### config.mk
export PLATFORM = sky130hd
export DESIGN_NAME = sd_cmd_seq
export DESIGN_NICKNAME = d
export VERILOG_FILES = /design/src/rtl/sd_cmd_seq_pkg.sv /design/src/rtl/sd_clk_div.sv /design/src/rtl/sd_cmd_tx.sv /design/src/rtl/sd_rsp_rx.sv /design/src/rtl/sd_cmd_seq.sv
export SDC_FILE = /design/constraint.sdc
export NUM_CORES = 1
export LEC_CHECK = 0
export BUFFER_PORTS_ARGS = -buffer_cell sky130_fd_sc_hd__buf_4
export CAP_MARGIN = 30
export CORE_MARGIN = 3
export CORE_UTILIZATION = 38
export CTS_BUF_LIST = sky130_fd_sc_hd__clkbuf_8
export CTS_CLUSTER_DIAMETER = 50
export CTS_CLUSTER_SIZE = 14
export DETAILED_ROUTE_END_ITERATION = 8
export GPL_ROUTABILITY_DRIVEN = 0
export SYNTH_ARGS = -nofsm -noshare
export SYNTH_HDL_FRONTEND = slang
export SYNTH_SLANG_ARGS = --single-unit
### constraint.sdc
create_clock -name clk_i -period 6.8 [get_ports clk_i]
set_clock_uncertainty 0.2 [all_clocks]
set_input_delay 1.36 -clock clk_i [delete_from_list [all_inputs] [get_ports clk_i]]
set_output_delay 1.36 -clock clk_i [all_outputs]
set_load 0.005 [all_outputs]
### src/rtl/sd_cmd_seq_pkg.sv
package sd_cmd_seq_pkg;
  localparam int FRAME_W = 48;
  localparam int RSP_W   = 136;
  localparam int SHORT_W = 48;
  localparam int NCTL    = 9;

  localparam int CTL_ARG   = 0;
  localparam int CTL_IDX   = 1;
  localparam int CTL_SET   = 2;
  localparam int CTL_START = 3;
  localparam int CTL_RST   = 4;
  localparam int CTL_BCNT  = 5;
  localparam int CTL_BSIZE = 6;
  localparam int CTL_TMO   = 7;
  localparam int CTL_DIV   = 8;

  localparam logic [31:0] UNUSED_WORD = 32'hDEAD_BEEF;

  typedef enum logic [1:0] {RX_IDLE, RX_WAIT, RX_DATA} rx_state_e;

  function automatic logic [6:0] crc7_next(input logic [6:0] c, input logic b);
    logic fb;
    fb = c[6] ^ b;
    return {c[5:3], c[2] ^ fb, c[1:0], fb};
  endfunction

  function automatic logic [FRAME_W-1:0] build_frame(input logic [5:0] idx,
                                                      input logic [31:0] arg);
    logic [39:0] body;
    logic [6:0]  c;
    body = {2'b01, idx, arg};
    c    = '0;
    for (int i = 39; i >= 0; i--) c = crc7_next(c, body[i]);
    return {body, c, 1'b1};
  endfunction
endpackage

### src/rtl/sd_clk_div.sv
module sd_clk_div #(
  parameter int DIV_W = 8
) (
  input  logic             clk_i,
  input  logic             rst_ni,
  input  logic             run_i,
  input  logic [DIV_W-1:0] div_i,
  output logic             sd_clk_o,
  output logic             rise_o,
  output logic             fall_o
);
  logic [DIV_W-1:0] cnt_q;
  logic             clk_q;
  logic             wrap;

  assign wrap = run_i && (cnt_q >= div_i);

  always_ff @(posedge clk_i or negedge rst_ni) begin
    if (!rst_ni) begin
      cnt_q <= '0;
      clk_q <= 1'b0;
    end else if (!run_i) begin
      cnt_q <= '0;
      clk_q <= 1'b0;
    end else if (wrap) begin
      cnt_q <= '0;
      clk_q <= ~clk_q;
    end else begin
      cnt_q <= cnt_q + 1'b1;
    end
  end

  assign rise_o   = wrap && !clk_q;
  assign fall_o   = wrap && clk_q;
  assign sd_clk_o = clk_q;

  AST_CLK_IDLE_LOW: assert property (@(posedge clk_i) disable iff (!rst_ni)
    !run_i |=> !sd_clk_o);
endmodule

### src/rtl/sd_cmd_tx.sv
module sd_cmd_tx #(
  parameter int FRAME_W = 48
) (
  input  logic               clk_i,
  input  logic               rst_ni,
  input  logic               load_i,
  input  logic               abort_i,
  input  logic [FRAME_W-1:0] frame_i,
  input  logic               fall_i,
  output logic               cmd_o,
  output logic               oe_o,
  output logic               done_o
);
  localparam int CNT_W = $clog2(FRAME_W);
  localparam logic [CNT_W-1:0] LAST = CNT_W'(FRAME_W - 1);

  logic [FRAME_W-1:0] sh_q;
  logic [CNT_W-1:0]   cnt_q;
  logic               act_q;

  assign done_o = act_q && fall_i && (cnt_q == LAST);

  always_ff @(posedge clk_i or negedge rst_ni) begin
    if (!rst_ni) begin
      sh_q  <= '0;
      cnt_q <= '0;
      act_q <= 1'b0;
    end else if (abort_i) begin
      act_q <= 1'b0;
    end else if (load_i) begin
      sh_q  <= frame_i;
      cnt_q <= '0;
      act_q <= 1'b1;
    end else if (act_q && fall_i) begin
      if (cnt_q == LAST) begin
        act_q <= 1'b0;
      end else begin
        sh_q  <= {sh_q[FRAME_W-2:0], 1'b0};
        cnt_q <= cnt_q + 1'b1;
      end
    end
  end

  assign cmd_o = act_q ? sh_q[FRAME_W-1] : 1'b1;
  assign oe_o  = act_q;

  AST_TX_HOLD_BETWEEN_FALLS: assert property (@(posedge clk_i) disable iff (!rst_ni)
    (act_q && !fall_i && !abort_i) |=> $stable(cmd_o));
  AST_TX_START_BIT: assert property (@(posedge clk_i) disable iff (!rst_ni)
    (load_i && !abort_i) |=> (oe_o && !cmd_o));
endmodule

### src/rtl/sd_rsp_rx.sv
module sd_rsp_rx
  import sd_cmd_seq_pkg::*;
#(
  parameter int TMO_W = 32
) (
  input  logic             clk_i,
  input  logic             rst_ni,
  input  logic             clr_i,
  input  logic             arm_i,
  input  logic             abort_i,
  input  logic             long_i,
  input  logic [TMO_W-1:0] timeout_i,
  input  logic             rise_i,
  input  logic             cmd_i,
  output logic             done_o,
  output logic             tmo_o,
  output logic             crc_bad_o,
  output logic [RSP_W-1:0] rsp_o,
  output logic [TMO_W-1:0] wait_o
);
  localparam int CNT_W = $clog2(RSP_W);
  localparam logic [CNT_W-1:0] S_LAST   = CNT_W'(SHORT_W - 1);
  localparam logic [CNT_W-1:0] L_LAST   = CNT_W'(RSP_W - 1);
  localparam logic [CNT_W-1:0] S_CRC_HI = CNT_W'(SHORT_W - 9);
  localparam logic [CNT_W-1:0] L_CRC_LO = CNT_W'(RSP_W - 128);
  localparam logic [CNT_W-1:0] L_CRC_HI = CNT_W'(RSP_W - 9);

  rx_state_e        st_q;
  logic [RSP_W-1:0] rsp_q;
  logic [CNT_W-1:0] cnt_q;
  logic [6:0]       crc_q;
  logic [TMO_W-1:0] wait_q;
  logic             long_q;
  logic             capture, in_crc;
  logic [CNT_W-1:0] last_idx;
  logic [TMO_W-1:0] wait_nx;

  assign capture  = rise_i && (((st_q == RX_WAIT) && !cmd_i) || (st_q == RX_DATA));
  assign last_idx = long_q ? L_LAST : S_LAST;
  assign in_crc   = long_q ? ((cnt_q >= L_CRC_LO) && (cnt_q <= L_CRC_HI))
                           : (cnt_q <= S_CRC_HI);
  assign wait_nx  = wait_q + 1'b1;

  assign done_o    = (st_q == RX_DATA) && rise_i && (cnt_q == last_idx);
  assign tmo_o     = (st_q == RX_WAIT) && rise_i && cmd_i && (wait_nx >= timeout_i);
  assign crc_bad_o = done_o && (crc_q != rsp_q[6:0]);

  always_ff @(posedge clk_i or negedge rst_ni) begin
    if (!rst_ni) begin
      st_q   <= RX_IDLE;
      rsp_q  <= '0;
      cnt_q  <= '0;
      crc_q  <= '0;
      wait_q <= '0;
      long_q <= 1'b0;
    end else if (abort_i) begin
      st_q <= RX_IDLE;
    end else begin
      if (clr_i) begin
        rsp_q  <= '0;
        wait_q <= '0;
      end
      if (arm_i) begin
        st_q   <= RX_WAIT;
        cnt_q  <= '0;
        crc_q  <= '0;
        long_q <= long_i;
      end else begin
        if (capture) begin
          rsp_q <= {rsp_q[RSP_W-2:0], cmd_i};
          cnt_q <= cnt_q + 1'b1;
          if (in_crc) crc_q <= crc7_next(crc_q, cmd_i);
        end
        case (st_q)
          RX_WAIT: if (rise_i) begin
            if (!cmd_i) st_q <= RX_DATA;
            else begin
              wait_q <= wait_nx;
              if (tmo_o) st_q <= RX_IDLE;
            end
          end
          RX_DATA: if (done_o) st_q <= RX_IDLE;
          default: ;
        endcase
      end
    end
  end

  assign rsp_o  = rsp_q;
  assign wait_o = wait_q;

  AST_RX_END_EXCLUSIVE: assert property (@(posedge clk_i) disable iff (!rst_ni)
    !(done_o && tmo_o));
  AST_RX_WAIT_FROZEN: assert property (@(posedge clk_i) disable iff (!rst_ni)
    (st_q == RX_DATA) |=> $stable(wait_o));
endmodule

### src/rtl/sd_cmd_seq.sv
module sd_cmd_seq
  import sd_cmd_seq_pkg::*;
#(
  parameter int ADDR_W = 8,
  parameter int DIV_W  = 8,
  parameter int TMO_W  = 32
) (
  input  logic              clk_i,
  input  logic              rst_ni,
  input  logic              reg_we_i,
  input  logic [ADDR_W-1:0] reg_addr_i,
  input  logic [31:0]       reg_wdata_i,
  output logic [31:0]       reg_rdata_o,
  output logic              sd_clk_o,
  output logic              sd_cmd_o,
  output logic              sd_cmd_oe_o,
  input  logic              sd_cmd_i
);
  localparam int RB_WORD = 16;

  logic [31:0] ctl_q   [NCTL];
  logic [31:0] ctl_dly [NCTL];
  logic [FRAME_W-1:0] frame_q, frame_w;
  logic busy_q, done_q, tmo_q, crcerr_q, resp_en_q, long_q;
  logic start_req, abort_req, launch, finish;
  logic rise, fall, tx_done, rx_done, rx_tmo, rx_crc_bad;
  logic [RSP_W-1:0] rsp;
  logic [TMO_W-1:0] wait_cnt;
  logic [ADDR_W-3:0] word;

  assign word      = reg_addr_i[ADDR_W-1:2];
  assign start_req = reg_we_i && (word == (ADDR_W-2)'(CTL_START)) && reg_wdata_i[0];
  assign abort_req = reg_we_i && (word == (ADDR_W-2)'(CTL_RST)) && reg_wdata_i[0];
  assign launch    = start_req && !busy_q && !abort_req;
  assign finish    = (tx_done && !resp_en_q) || rx_done || rx_tmo;
  assign frame_w   = build_frame(ctl_q[CTL_IDX][5:0], ctl_q[CTL_ARG]);

  always_ff @(posedge clk_i or negedge rst_ni) begin
    if (!rst_ni) begin
      for (int i = 0; i < NCTL; i++) begin
        ctl_q[i]   <= '0;
        ctl_dly[i] <= '0;
      end
    end else begin
      for (int i = 0; i < NCTL; i++) begin
        if (reg_we_i && (word == (ADDR_W-2)'(i))) ctl_q[i] <= reg_wdata_i;
        ctl_dly[i] <= ctl_q[i];
      end
    end
  end

  always_ff @(posedge clk_i or negedge rst_ni) begin
    if (!rst_ni) begin
      busy_q    <= 1'b0;
      done_q    <= 1'b0;
      tmo_q     <= 1'b0;
      crcerr_q  <= 1'b0;
      resp_en_q <= 1'b0;
      long_q    <= 1'b0;
      frame_q   <= '0;
    end else if (abort_req) begin
      busy_q   <= 1'b0;
      done_q   <= 1'b0;
      tmo_q    <= 1'b0;
      crcerr_q <= 1'b0;
    end else if (launch) begin
      busy_q    <= 1'b1;
      done_q    <= 1'b0;
      tmo_q     <= 1'b0;
      crcerr_q  <= 1'b0;
      resp_en_q <= ctl_q[CTL_SET][0];
      long_q    <= ctl_q[CTL_SET][1];
      frame_q   <= frame_w;
    end else if (busy_q && finish) begin
      busy_q   <= 1'b0;
      done_q   <= !rx_tmo;
      tmo_q    <= rx_tmo;
      crcerr_q <= rx_crc_bad;
    end
  end

  sd_clk_div #(.DIV_W(DIV_W)) u_div (
    .clk_i   (clk_i),
    .rst_ni  (rst_ni),
    .run_i   (busy_q),
    .div_i   (ctl_q[CTL_DIV][DIV_W-1:0]),
    .sd_clk_o(sd_clk_o),
    .rise_o  (rise),
    .fall_o  (fall)
  );

  sd_cmd_tx #(.FRAME_W(FRAME_W)) u_tx (
    .clk_i  (clk_i),
    .rst_ni (rst_ni),
    .load_i (launch),
    .abort_i(abort_req),
    .frame_i(frame_w),
    .fall_i (fall),
    .cmd_o  (sd_cmd_o),
    .oe_o   (sd_cmd_oe_o),
    .done_o (tx_done)
  );

  sd_rsp_rx #(.TMO_W(TMO_W)) u_rx (
    .clk_i    (clk_i),
    .rst_ni   (rst_ni),
    .clr_i    (launch),
    .arm_i    (tx_done && resp_en_q && !abort_req),
    .abort_i  (abort_req),
    .long_i   (long_q),
    .timeout_i(ctl_q[CTL_TMO][TMO_W-1:0]),
    .rise_i   (rise),
    .cmd_i    (sd_cmd_i),
    .done_o   (rx_done),
    .tmo_o    (rx_tmo),
    .crc_bad_o(rx_crc_bad),
    .rsp_o    (rsp),
    .wait_o   (wait_cnt)
  );

  always_comb begin
    reg_rdata_o = UNUSED_WORD;
    if ((word >= (ADDR_W-2)'(RB_WORD)) && (word < (ADDR_W-2)'(RB_WORD + NCTL))) begin
      reg_rdata_o = ctl_dly[32'(word) - RB_WORD];
    end else if (word < (ADDR_W-2)'(8)) begin
      case (word[2:0])
        3'd0: reg_rdata_o = rsp[38:7];
        3'd1: reg_rdata_o = rsp[70:39];
        3'd2: reg_rdata_o = rsp[102:71];
        3'd3: reg_rdata_o = {1'b0, rsp[133:103]};
        3'd4: reg_rdata_o = 32'(wait_cnt);
        3'd5: reg_rdata_o = {28'd0, crcerr_q, tmo_q, done_q, busy_q};
        3'd6: reg_rdata_o = frame_q[31:0];
        default: reg_rdata_o = {16'd0, frame_q[47:32]};
      endcase
    end
  end

  AST_OE_ONLY_WHEN_BUSY: assert property (@(posedge clk_i) disable iff (!rst_ni)
    sd_cmd_oe_o |-> busy_q);
  AST_STATE_ONEHOT: assert property (@(posedge clk_i) disable iff (!rst_ni)
    $onehot0({busy_q, done_q, tmo_q}));
  AST_START_IGNORED_BUSY: assert property (@(posedge clk_i) disable iff (!rst_ni)
    (busy_q && start_req) |=> $stable(frame_q));
  AST_ABORT_RELEASES: assert property (@(posedge clk_i) disable iff (!rst_ni)
    abort_req |=> (!busy_q && !sd_cmd_oe_o));
  AST_CRCERR_WITH_DONE: assert property (@(posedge clk_i) disable iff (!rst_ni)
    crcerr_q |-> done_q);
endmodule

======== Yosys cells after proc, flatten, opt, wreduce, memory -nomap -nowiden ========
Cells that the tools add are included.
storage, ports and cells
  input bits .............................. 44
  register bits after elaboration ......... 879
  output and inout port bits .............. 35
  word-level logic and storage cells ...... 262
cells by class
  bitwise gates (word level) .............. 76
  add/subtract/negate cells ............... 5
  multiplexer cells ....................... 55
  equality and inequality tests ........... 24
  reductions and logical operators ........ 57
  order comparisons ....................... 9
operators by type and width
  cell                                                                    number
  136-bit 2-to-1 mux                                                      3
  32-bit 2-to-1 mux                                                       9
  32-bit case mux with 7 select lines                                     1
  48-bit 2-to-1 mux                                                       3
  32-bit binary-select mux with 4-bit select                              1
  1-bit bitwise XOR                                                       71
  8-bit 2-to-1 mux                                                        5
  33-bit by 5-bit >= comparator with 1-bit output, second input constant  1
  32-bit inverter with 33-bit output                                      1
  32-bit by 1-bit adder with 32-bit output, second input constant         1
  32-bit >= comparator                                                    1
  1-bit logical AND                                                       32
  6-bit by 3-bit == test with 1-bit output, second input constant         4
  7-bit 2-to-1 mux                                                        3
  1-bit 2-to-1 mux                                                        20
  6-bit 2-to-1 mux                                                        3
  8-bit by 1-bit adder with 8-bit output, second input constant           2
  6-bit by 2-bit == test with 1-bit output, second input constant         2
  2-bit 2-to-1 mux                                                        6
  3-bit == test, second input constant                                    3
  3-bit nonzero test                                                      3
  8-bit == test                                                           1
  8-bit by 4-bit >= comparator with 1-bit output, second input constant   1
  8-bit >= comparator                                                     1
  31 further kinds                                                        48

======== Depth between registers and ports, before layout ========
Gate-level depths: netlist of run 1.
  word-level depth ........................ 19
  depth in mapped cells ................... 22

======== Hierarchy ========
Synthesis of run 1 repeated with hierarchy kept, for this count alone.
second synthesis, totals
  cells, all modules ...................... 3037
  area, all modules ....................... 37823.8 um2
modules (own cells, without submodules)
  module      times used  area each (um2)  cells each  seq. area each (um2)
  sd_cmd_seq  1           24722.5          1582        15715.1
  sd_rsp_rx   1           9318.9           1057        4654.5
  sd_cmd_tx   1           3099.2           329         1376.3
  sd_clk_div  1           683.2            69          225.2

======== Least setup slack after synthesis of run 1 ========
Ideal clock, no wire load.
  path type ............................... input-to-output
  start point ............................. input port reg_addr_i[2]
  end point ............................... output port reg_rdata_o[14]
  cell stages on the path ................. 9
  arrival ................................. 3.229 ns
  data required time ...................... 5.240 ns
  slack ................................... 2.011 ns
  path through ............................ clkbuf_1 buf_2 clkbuf_1 buf_1 clkbuf_1 o22ai_1 nand2_1 o21ai_0 o22ai_1
on the way
  cells in the longest elaborated chain, start to end .. 6
  elaborated cells between the ends (all ways) .. 19
  classes of those cells .................. add/sub: 1; order compare: 3; eq/ne: 6; mux: 6; bitwise: 1; reduce/logical: 2
RTL lines
  item                                                      line               RTL
  start: declaration                                        sd_cmd_seq.sv:11   input logic [ADDR_W-1:0] reg_addr_i,
  6-bit by 5-bit subtractor with 7-bit output               sd_cmd_seq.sv:124  reg_rdata_o = ctl_dly[32'(word) - RB_WORD];
  32-bit inverter with 33-bit output (implied by the code)  sd_cmd_seq.sv:124
  32-bit binary-select mux with 4-bit select                sd_cmd_seq.sv:124
  32-bit 2-to-1 mux (implied by the code) (2 in series)     sd_cmd_seq.sv:124
  32-bit 2-to-1 mux (*)                                     sd_cmd_seq.sv:123  if ((word >= (ADDR_W-2)'(RB_WORD)) && (word < (ADDR_W-2)'(RB_WORD + NCTL))) begin
  end: declaration                                          sd_cmd_seq.sv:13   output logic [31:0] reg_rdata_o,
Every way passes the cells marked *; elsewhere a longest branch is shown, timed or not. The select of a mux whose other input is x is not followed.

======== Worst setup path in the final report of run 1 ========
  start point ............................. input port reg_addr_i[2]
  end point ............................... output port reg_rdata_o[9]
Same word-level chain as after synthesis.

==> report_table.html, run 1 <==
<table>
<tr><th>Metric</th><th>Value</th></tr>
<tr><th colspan="2">Outcome</th></tr>
<tr><td>Run status</td><td>complete, no violations</td></tr>
<tr><th colspan="2">Worst setup path</th></tr>
<tr><td>Critical path's largest stage delay</td><td>0.79 ns</td></tr>
<tr><td>Slowest stage cell, crit path</td><td>sky130_fd_sc_hd__a211oi_1</td></tr>
<tr><td>Peak fanout along the critical path</td><td>53</td></tr>
<tr><td>Nature of the critical path endpoint</td><td>output port</td></tr>
<tr><td>Type of the worst setup path</td><td>primary input to output port</td></tr>
<tr><td>Buf/Inv on CP</td><td>2</td></tr>
<tr><td>Top cell family by delay on the critical path</td><td>compound AO/OA/AOI/OAI gates</td></tr>
<tr><td>Element type at the critical path start</td><td>primary input</td></tr>
<tr><td>Data arrival, critical path</td><td>4.10 ns</td></tr>
<tr><td>Required time reported for the critical path endpoint</td><td>5.24 ns</td></tr>
<tr><td>Sequence of cells on the critical path</td><td>buf_6 -&gt; mux4_2 -&gt; mux2i_1 -&gt; nor2_1 -&gt; a211oi_1 -&gt; a21oi_1 -&gt; buf_4</td></tr>
<tr><th colspan="2">Clocking</th></tr>
<tr><td>CTS Root Buffer Type</td><td>sky130_fd_sc_hd__clkbuf_8</td></tr>
<tr><td>CTS Sinks</td><td>876</td></tr>
<tr><td>H-tree levels</td><td>3</td></tr>
<tr><td>Quantity of gates resized following cts</td><td>0</td></tr>
<tr><td># Post-CTS Setup Buffers</td><td>0</td></tr>
<tr><td>Number of hold-repair buffers added at the cts stage</td><td>0</td></tr>
<tr><td>CTS tree</td><td>done</td></tr>
<tr><td>Insertion delay to the later sink of the worst-skew pair</td><td>0.74 ns</td></tr>
<tr><td>Total clock buffers created by CTS</td><td>89</td></tr>
<tr><td>Clock transition time at the flip-flop clock pins of the worst setup and hold paths</td><td>0.08 ns</td></tr>
<tr><td>Bufs on Longest Clock Path</td><td>3</td></tr>
<tr><th colspan="2">GRT</th></tr>
<tr><td>Number of antenna violations at the first check in global routing</td><td>7</td></tr>
<tr><td>Global-route congestion overflow total</td><td>0</td></tr>
<tr><td>Largest net degree at the start of global routing</td><td>240</td></tr>
<tr><td>Number of global-route vias before repair</td><td>22800</td></tr>
<tr><td>Total track usage</td><td>0.192</td></tr>
<tr><td>Wire length of the first global-routing pass</td><td>144000 um</td></tr>
<tr><th colspan="2">Timing</th></tr>
<tr><td>Setup repair after global routing missed its margin</td><td>false</td></tr>
<tr><td>Slack of the critical path</td><td>1.14 ns</td></tr>
<tr><td>Worst slew slack as a fraction of its limit</td><td>0.259</td></tr>
<tr><td>Shortest period the worst path allows</td><td>5.66 ns</td></tr>
<tr><td>Final count of pins violating max slew</td><td>0</td></tr>
<tr><td>Worst Tran Pin Value</td><td>1.11 ns</td></tr>
<tr><td>Count of final setup violators</td><td>0</td></tr>
<tr><td>Final Hold Violating Endpoints</td><td>0</td></tr>
<tr><td>Ratio of final minimum period to clock period</td><td>0.833</td></tr>
<tr><td>Tightest hold margin</td><td>0.163 ns</td></tr>
<tr><td>Final total negative setup slack</td><td>0 ns</td></tr>
<tr><td>FMAX</td><td>177 MHz</td></tr>
<tr><th colspan="2">Pwr</th></tr>
<tr><td>Max VDD drop</td><td>0.226 mV</td></tr>
<tr><td>Lkg Pwr</td><td>19.0 nW</td></tr>
<tr><td>Power density over cell area</td><td>288 mW/mm^2</td></tr>
<tr><th colspan="2">Detailed routing</th></tr>
<tr><td>Final Routed Wirelength</td><td>95100 um</td></tr>
<tr><td>DRC marker count from the first detailed-route iteration</td><td>2188</td></tr>
<tr><td>Remaining antenna violation count after routing</td><td>0</td></tr>
<tr><td>Drt pass-1 iters</td><td>5</td></tr>
<tr><td>DRC violations left</td><td>0</td></tr>
<tr><td>Via density per instance</td><td>5.31</td></tr>
<tr><td>Mean routed wirelength per cell</td><td>21.7 um</td></tr>
<tr><td>Total number of vias</td><td>23200</td></tr>
<tr><th colspan="2">Job</th></tr>
<tr><td>Max capacitance violation total</td><td>0</td></tr>
<tr><th colspan="2">Floorplan</th></tr>
<tr><td>Core ar.</td><td>0.0942 mm^2</td></tr>
<tr><td>Vertical die dimension</td><td>316 um</td></tr>
<tr><td>Row count</td><td>112</td></tr>
<tr><td>Die ar.</td><td>0.0995 mm^2</td></tr>
<tr><td>X dimension of the die</td><td>316 um</td></tr>
<tr><td>Initial cell density of the core</td><td>0.387</td></tr>
<tr><td>Ports placed on the boundary</td><td>79</td></tr>
<tr><th colspan="2">Synthesis</th></tr>
<tr><td>Portion of the post-synthesis area used by sequential elements</td><td>0.602</td></tr>
<tr><td>Cell area after technology mapping</td><td>0.0364 mm^2</td></tr>
<tr><td>Area fraction of the dominant cell type after synthesis</td><td>0.602</td></tr>
<tr><td>Multiplexer share of the synthesized area</td><td>0.159</td></tr>
<tr><td>Synth Area in XOR/XNOR</td><td>0.0291</td></tr>
<tr><td>Syn_nets</td><td>3111</td></tr>
<tr><td>Synth unique cells</td><td>55</td></tr>
<tr><td>Fraction of the mapped netlist area in simple logic gates</td><td>0.103</td></tr>
<tr><td>Proportion of synthesized flip-flops having asynchronous set or reset</td><td>1.00</td></tr>
<tr><td>Syn Area/Cell</td><td>12.0 um^2</td></tr>
<tr><td>Combinational family with the most area after synthesis</td><td>multiplexers</td></tr>
<tr><td>Post-synthesis compound-gate area fraction</td><td>0.0661</td></tr>
<tr><td>Post-synthesis adder-cell area fraction</td><td>0.0155</td></tr>
<tr><td>Warning count from the yosys run</td><td>0</td></tr>
<tr><td>Gate count after technology mapping</td><td>3022</td></tr>
<tr><td>Number of synthesized register bits</td><td>876</td></tr>
<tr><td>Post-synth EDFFs</td><td>0</td></tr>
<tr><td>Post-synth top area cell</td><td>sky130_fd_sc_hd__dfrtp_1</td></tr>
<tr><td>Largest cells by area after synthesis</td><td>sky130_fd_sc_hd__dfrtp_1 (60%), sky130_fd_sc_hd__mux2_2 (9.1%), sky130_fd_sc_hd__nand2_1 (5.7%)</td></tr>
<tr><td>Primary FF master, synth</td><td>sky130_fd_sc_hd__dfrtp_1</td></tr>
<tr><th colspan="2">Cells and area</th></tr>
<tr><td>NumNets Final</td><td>3151</td></tr>
<tr><td>Number of fill cells</td><td>8846</td></tr>
<tr><td>Total area of multi-input combinational cells</td><td>0.0137 mm^2</td></tr>
<tr><td>Area Overhead vs Synth</td><td>11.0%</td></tr>
<tr><td>Register area</td><td>0.0219 mm^2</td></tr>
<tr><td>Share of layout cells above drive strength 1</td><td>0.213</td></tr>
<tr><td>Area of all placed cells without fillers</td><td>0.0404 mm^2</td></tr>
<tr><td>Final core utilization</td><td>0.429</td></tr>
<tr><th colspan="2">Worst hold path</th></tr>
<tr><td>Class of the worst hold path</td><td>flip-flop to flip-flop</td></tr>
<tr><th colspan="2">Place</th></tr>
<tr><td>Placed wire-length estimate after detailed placement</td><td>61500 um</td></tr>
<tr><td>Worst slack at placement</td><td>1.16 ns</td></tr>
<tr><td>DP Area</td><td>0.0385 mm^2</td></tr>
<tr><td>PortBufs</td><td>76</td></tr>
</table>
==> cell usage after synthesis, drive strengths merged, types with 36 or more instances <==
cell / count
a21oi: 58
buf: 50
clkbuf: 132
dfrtp: 876
ha: 45
inv: 50
mux2: 295
mux2i: 89
mux4: 70
nand2: 556
nand3: 119
nor2: 108
o21ai: 227
xnor2: 84
xor2: 36
==> where the power goes <==
part / switching (mW) / internal [mW] / total, mW
combinational: 0.972 / 0.920 / 1.89
clock: 1.94 / 1.73 / 3.68
sequential: 0.331 / 5.74 / 6.07
==> cell usage in the layout, fill, tap and decap left out, drive strengths merged, types with 5 or more instances in the layout <==
cell      Yosys  layout
o31ai         6       6
mux2i        89      89
o211ai       16      16
a21o         18      18
a31oi         8       8
nand3       119     119
nor2        108     108
nand4        11      11
clkbuf      132      96
o21ai       227     227
and2          7       7
a211oi       25      25
mux2        295     295
dfrtp       876     876
and3         13      13
a21oi        58      58
buf          50     131
o22ai        12      12
nand2       556     556
xnor2        84      84
inv          50      67
or3           6       6
bufinv        0      10
clkinvlp      0      10
a22o         13      13
nor2b         8       8
nand2b        6       6
clkinv        0      18
ha           45      45
nor3b         5       5
xor2         36      36
mux4         70      70
nor3         26      26
a22oi         9       9
a32o         10      10
==> cells by family (layout without fill, tap and decap cells) <==
group | after synthesis | in the layout
mux | 454 | 454
simple gates | 883 | 883
compound gates | 412 | 412
buf+inv | 232 | 332
xor+xnor | 120 | 120
fa+ha+maj | 45 | 45
flops | 876 | 876
other cells | 0 | 3
==> layout make-up <==
class / instances / share of cell area
Antenna cell: 3 / 0.000186
Clock buffer: 96 / 0.0327
Clock inverter: 55 / 0.0153
Multi-Input combinational cell: 1914 / 0.338
Tap cell: 1254 / 0.0388
Timing Repair Buffer: 131 / 0.0276
Sequential cell: 876 / 0.542
Inverter: 50 / 0.00464
==> state kept, by name (all words and copies together), names as in the netlist <==
register	count
u_rx.wait_o	32
u_tx.cnt_q	6
tmo_q	1
u_div.cnt_q	8
u_tx.sh_q	48
busy_q	1
u_tx.oe_o	1
u_rx.crc_q	7
u_div.sd_clk_o	1
u_rx.long_q	1
u_rx.rsp_o	134
frame_q	46
u_rx.cnt_q	8
ctl_dly	288
done_q	1
crcerr_q	1
long_q	1
u_rx.st_q	2
resp_en_q	1
ctl_q	288
==> worst paths after layout <==
| path | depth (start not counted) | endpoint | slack [ns] | from |
|---|---|---|---|---|
| min in group asynchronous | 1 | ctl_dly[147]$_DFF_PN0_ | 0.46 | rst_ni |
| min | 0 | ctl_dly[105]$_DFF_PN0_ | 0.16 | ctl_q[105]$_DFFE_PN0P_ |
| max reg2reg | 20 | crcerr_q$_DFFE_PN0P_ | 1.44 | u_rx.wait_o[0]$_DFFE_PN0N_ |
| max | 7 | reg_rdata_o[9] | 1.14 | reg_addr_i[2] |
| min reg2reg | 0 | ctl_dly[105]$_DFF_PN0_ | 0.16 | ctl_q[105]$_DFFE_PN0P_ |
| max in group asynchronous | 2 | ctl_q[5]$_DFFE_PN0P_ | 4.46 | rst_ni |
==> stage by stage <==
| step | std cells | power [mW] |
|---|---|---|
| floorplan | 3022 | 7.44 |
| global placement | 4223 | 8.04 |
| detailed placement | 4225 | 8.09 |
| CTS | 4376 | 11.8 |
| global route | 4377 | 12.2 |
| finish | 4379 | 11.6 |
==> worst register-to-register path: cells and delay by family, from the launching register on <==
| kind | cells | cell delay, ns |
|---|---|---|
| simple gates | 12 | 2.53 |
| compound gates | 4 | 1.22 |
| xor+xnor | 1 | 0.16 |
| buf+inv | 1 | 0.08 |
| flops | 1 | 0.49 |
| fa+ha+maj | 2 | 0.57 |
==> per-layer routing <==
metal  GRT usage  share of wire
met5           0        0.00042
met4      0.0535          0.022
met2       0.293           0.45
met3      0.0325          0.061
met1       0.282           0.46
Power figures use the tool's default switching activity.
==> run 2: changes to the inputs <==
==> constraint.sdc (replaced) <==
create_clock -name clk_i -period 5.9 [get_ports clk_i]
set_clock_uncertainty 0.2 [all_clocks]
set_input_delay 1.18 -clock clk_i [delete_from_list [all_inputs] [get_ports clk_i]]
set_output_delay 1.18 -clock clk_i [all_outputs]
set_load 0.005 [all_outputs]
==> report_table.html, run 2 (synthesis results as in run 1) <==
<table>
<tr><th>Metric</th><th>Value</th></tr>
<tr><th colspan="2">Clocking</th></tr>
<tr><td># Post-CTS Setup Buffers</td><td>0</td></tr>
<tr><td>CTS Sinks</td><td>876</td></tr>
<tr><td>Insertion delay to the later sink of the worst-skew pair</td><td>0.76 ns</td></tr>
<tr><td>Total clock buffers created by CTS</td><td>92</td></tr>
<tr><td>Bufs on Longest Clock Path</td><td>3</td></tr>
<tr><td>CTS tree</td><td>done</td></tr>
<tr><td>Number of hold-repair buffers added at the cts stage</td><td>0</td></tr>
<tr><td>CTS Root Buffer Type</td><td>sky130_fd_sc_hd__clkbuf_8</td></tr>
<tr><td>Clock transition time at the flip-flop clock pins of the worst setup and hold paths</td><td>0.08 ns</td></tr>
<tr><td>H-tree levels</td><td>3</td></tr>
<tr><td>Quantity of gates resized following cts</td><td>0</td></tr>
<tr><th colspan="2">Floorplan</th></tr>
<tr><td>Die ar.</td><td>0.0995 mm^2</td></tr>
<tr><td>Vertical die dimension</td><td>316 um</td></tr>
<tr><td>Row count</td><td>112</td></tr>
<tr><td>Core ar.</td><td>0.0942 mm^2</td></tr>
<tr><td>Initial cell density of the core</td><td>0.387</td></tr>
<tr><td>X dimension of the die</td><td>316 um</td></tr>
<tr><td>Ports placed on the boundary</td><td>79</td></tr>
<tr><th colspan="2">Detailed routing</th></tr>
<tr><td>Remaining antenna violation count after routing</td><td>0</td></tr>
<tr><td>DRC violations left</td><td>0</td></tr>
<tr><td>Mean routed wirelength per cell</td><td>21.7 um</td></tr>
<tr><td>Final Routed Wirelength</td><td>95500 um</td></tr>
<tr><td>Total number of vias</td><td>23200</td></tr>
<tr><td>DRC marker count from the first detailed-route iteration</td><td>2236</td></tr>
<tr><td>Drt pass-1 iters</td><td>5</td></tr>
<tr><td>Via density per instance</td><td>5.26</td></tr>
<tr><th colspan="2">Cells and area</th></tr>
<tr><td>Most frequent standard cell in the layout excluding fill and tap cells</td><td>sky130_fd_sc_hd__dfrtp_1</td></tr>
<tr><td>Final core utilization</td><td>0.432</td></tr>
<tr><td>Area Overhead vs Synth</td><td>11.9%</td></tr>
<tr><td>Share of layout cells above drive strength 1</td><td>0.218</td></tr>
<tr><td>Area of all placed cells without fillers</td><td>0.0407 mm^2</td></tr>
<tr><td>Commonest non-fill, non-tap cells in the layout</td><td>sky130_fd_sc_hd__dfrtp_1 (876), sky130_fd_sc_hd__nand2_1 (553), sky130_fd_sc_hd__mux2_2 (295)</td></tr>
<tr><td>NumNets Final</td><td>3176</td></tr>
<tr><td>Number of fill cells</td><td>8814</td></tr>
<tr><th colspan="2">GRT</th></tr>
<tr><td>Wire length of the first global-routing pass</td><td>147000 um</td></tr>
<tr><td>Global-route congestion overflow total</td><td>0</td></tr>
<tr><td>Met2 demand-to-capacity share in global routing</td><td>0.295</td></tr>
<tr><td>Largest net degree at the start of global routing</td><td>130</td></tr>
<tr><td>Global-route track usage on met1</td><td>0.280</td></tr>
<tr><td>Busiest layer in global routing</td><td>met2</td></tr>
<tr><td>Number of antenna violations at the first check in global routing</td><td>12</td></tr>
<tr><td>Total track usage</td><td>0.194</td></tr>
<tr><td>Number of global-route vias before repair</td><td>23200</td></tr>
<tr><td>Met3 Track Usage GR</td><td>0.0420</td></tr>
<tr><th colspan="2">Timing</th></tr>
<tr><td>Worst Tran Pin Value</td><td>0.893 ns</td></tr>
<tr><td>FMAX</td><td>186 MHz</td></tr>
<tr><td>Final total negative setup slack</td><td>0 ns</td></tr>
<tr><td>Final count of pins violating max slew</td><td>0</td></tr>
<tr><td>Final Hold Violating Endpoints</td><td>0</td></tr>
<tr><td>Ratio of final minimum period to clock period</td><td>0.910</td></tr>
<tr><td>Shortest period the worst path allows</td><td>5.37 ns</td></tr>
<tr><td>Worst slew slack as a fraction of its limit</td><td>0.405</td></tr>
<tr><td>Count of final setup violators</td><td>0</td></tr>
<tr><td>Setup repair after global routing missed its margin</td><td>false</td></tr>
<tr><th colspan="2">Worst setup path</th></tr>
<tr><td>Element type at the critical path start</td><td>flip-flop</td></tr>
<tr><td>Data arrival, critical path</td><td>5.75 ns</td></tr>
<tr><td>Required time reported for the critical path endpoint</td><td>6.28 ns</td></tr>
<tr><td>Type of the worst setup path</td><td>flip-flop to flip-flop</td></tr>
<tr><td>Peak fanout along the critical path</td><td>8</td></tr>
<tr><td>Nature of the critical path endpoint</td><td>flip-flop</td></tr>
<tr><th colspan="2">Pwr</th></tr>
<tr><td>Lkg Pwr</td><td>19.2 nW</td></tr>
<tr><td>Internal power</td><td>9.75 mW</td></tr>
<tr><td>Max VDD drop</td><td>0.213 mV</td></tr>
<tr><td>Share of total power in the clock network</td><td>0.320</td></tr>
<tr><td>Net switching share of the total power</td><td>0.280</td></tr>
<tr><td>Power density over cell area</td><td>333 mW/mm^2</td></tr>
<tr><td>Portion of total power attributed to combinational logic</td><td>0.163</td></tr>
<tr><td>NetSw</td><td>3.79 mW</td></tr>
<tr><td>Power share of the sequential group</td><td>0.517</td></tr>
<tr><th colspan="2">Place</th></tr>
<tr><td>DP Area</td><td>0.0387 mm^2</td></tr>
<tr><td>Placed wire-length estimate after detailed placement</td><td>63200 um</td></tr>
<tr><td>PortBufs</td><td>76</td></tr>
<tr><th colspan="2">Outcome</th></tr>
<tr><td>Run status</td><td>complete, no violations</td></tr>
<tr><th colspan="2">Worst hold path</th></tr>
<tr><td>Class of the worst hold path</td><td>flip-flop to flip-flop</td></tr>
<tr><th colspan="2">Job</th></tr>
<tr><td>Max capacitance violation total</td><td>0</td></tr>
</table>
## run 2: layout make-up
| type | instances | area [um^2] | share of cell area |
|---|---|---|---|
| sequential | 876 | 21900 | 0.538 |
| multi-input combinational | 1914 | 13700 | 0.336 |
| inverter | 50 | 188 | 0.00461 |
| clock inverter | 54 | 643 | 0.0158 |
| timing repair buffer | 153 | 1330 | 0.0327 |
| antenna | 9 | 22.5 | 0.000553 |
| clock buffer | 100 | 1380 | 0.0338 |
| tap | 1254 | 1570 | 0.0385 |
## run 2: critical path, cell delays in order (launching register included)
cell and delay (ns):
sky130_fd_sc_hd__dfrtp_1 0.48, sky130_fd_sc_hd__ha_1 0.25, sky130_fd_sc_hd__nand3_1 0.11, sky130_fd_sc_hd__inv_1 0.08, sky130_fd_sc_hd__nand3_1 0.26, sky130_fd_sc_hd__nor3_2 0.18, sky130_fd_sc_hd__buf_4 0.16, sky130_fd_sc_hd__and2_1 0.20
sky130_fd_sc_hd__nand2b_1 0.22, sky130_fd_sc_hd__nor3_1 0.42, sky130_fd_sc_hd__xnor2_1 0.16, sky130_fd_sc_hd__ha_1 0.32, sky130_fd_sc_hd__nand4_1 0.12, sky130_fd_sc_hd__nor2_1 0.11, sky130_fd_sc_hd__nand3_1 0.11, sky130_fd_sc_hd__a2111oi_0 0.72
sky130_fd_sc_hd__nand2_1 0.15, sky130_fd_sc_hd__o311ai_0 0.19, sky130_fd_sc_hd__a211oi_1 0.16, sky130_fd_sc_hd__buf_4 0.20, sky130_fd_sc_hd__nor2_1 0.22, sky130_fd_sc_hd__or3_1 0.15, sky130_fd_sc_hd__o21ai_0 0.07
## run 2: final timing paths
check                                      startpoint  slack, ns                     endpoint  cells past startpoint
hold / removal                  ctl_q[89]$_DFFE_PN0P_       0.16        ctl_dly[89]$_DFF_PN0_                      0
hold reg to reg                 ctl_q[89]$_DFFE_PN0P_       0.16        ctl_dly[89]$_DFF_PN0_                      0
setup / recovery           u_rx.wait_o[0]$_DFFE_PN0N_       0.53         crcerr_q$_DFFE_PN0P_                     22
min in group asynchronous                      rst_ni       0.32  u_rx.rsp_o[124]$_DFFE_PN0N_                      1
setup reg to reg           u_rx.wait_o[0]$_DFFE_PN0N_       0.53         crcerr_q$_DFFE_PN0P_                     22
max in group asynchronous                      rst_ni       3.74       ctl_q[218]$_DFFE_PN0P_                      2
## run 2: per-stage QoR
step                      total power, mW  hold slack [ns]  std cells  worst slack (ns)
after floorplan                      8.57            0.149       3022              1.47
after global placement               9.30            0.153       4247             0.607
after detailed placement             9.35            0.155       4247             0.521
after CTS                            13.7            0.157       4401             0.481
after global routing                 14.2            0.165       4403             0.183
final                                13.5            0.158       4410             0.531
## run 2: metal layers
layer | up-vias | routed length, um
met5 | - | 52
met4 | 8 | 2170
li1 | 10600 | -
met1 | 11900 | 43900
met3 | 146 | 5920
met2 | 523 | 43400
## run 2: power groups by stage
| stage | Clock, mW | Sequential [mW] | Combinational, mW |
|---|---|---|---|
| finish | 4.33 | 7.00 | 2.21 |
| global route | 4.69 | 7.08 | 2.43 |
| CTS | 4.46 | 7.00 | 2.24 |
| detailed placement | 0 | 7.12 | 2.23 |
| global placement | 0 | 7.10 | 2.20 |
| floorplan | 0 | 6.95 | 1.63 |
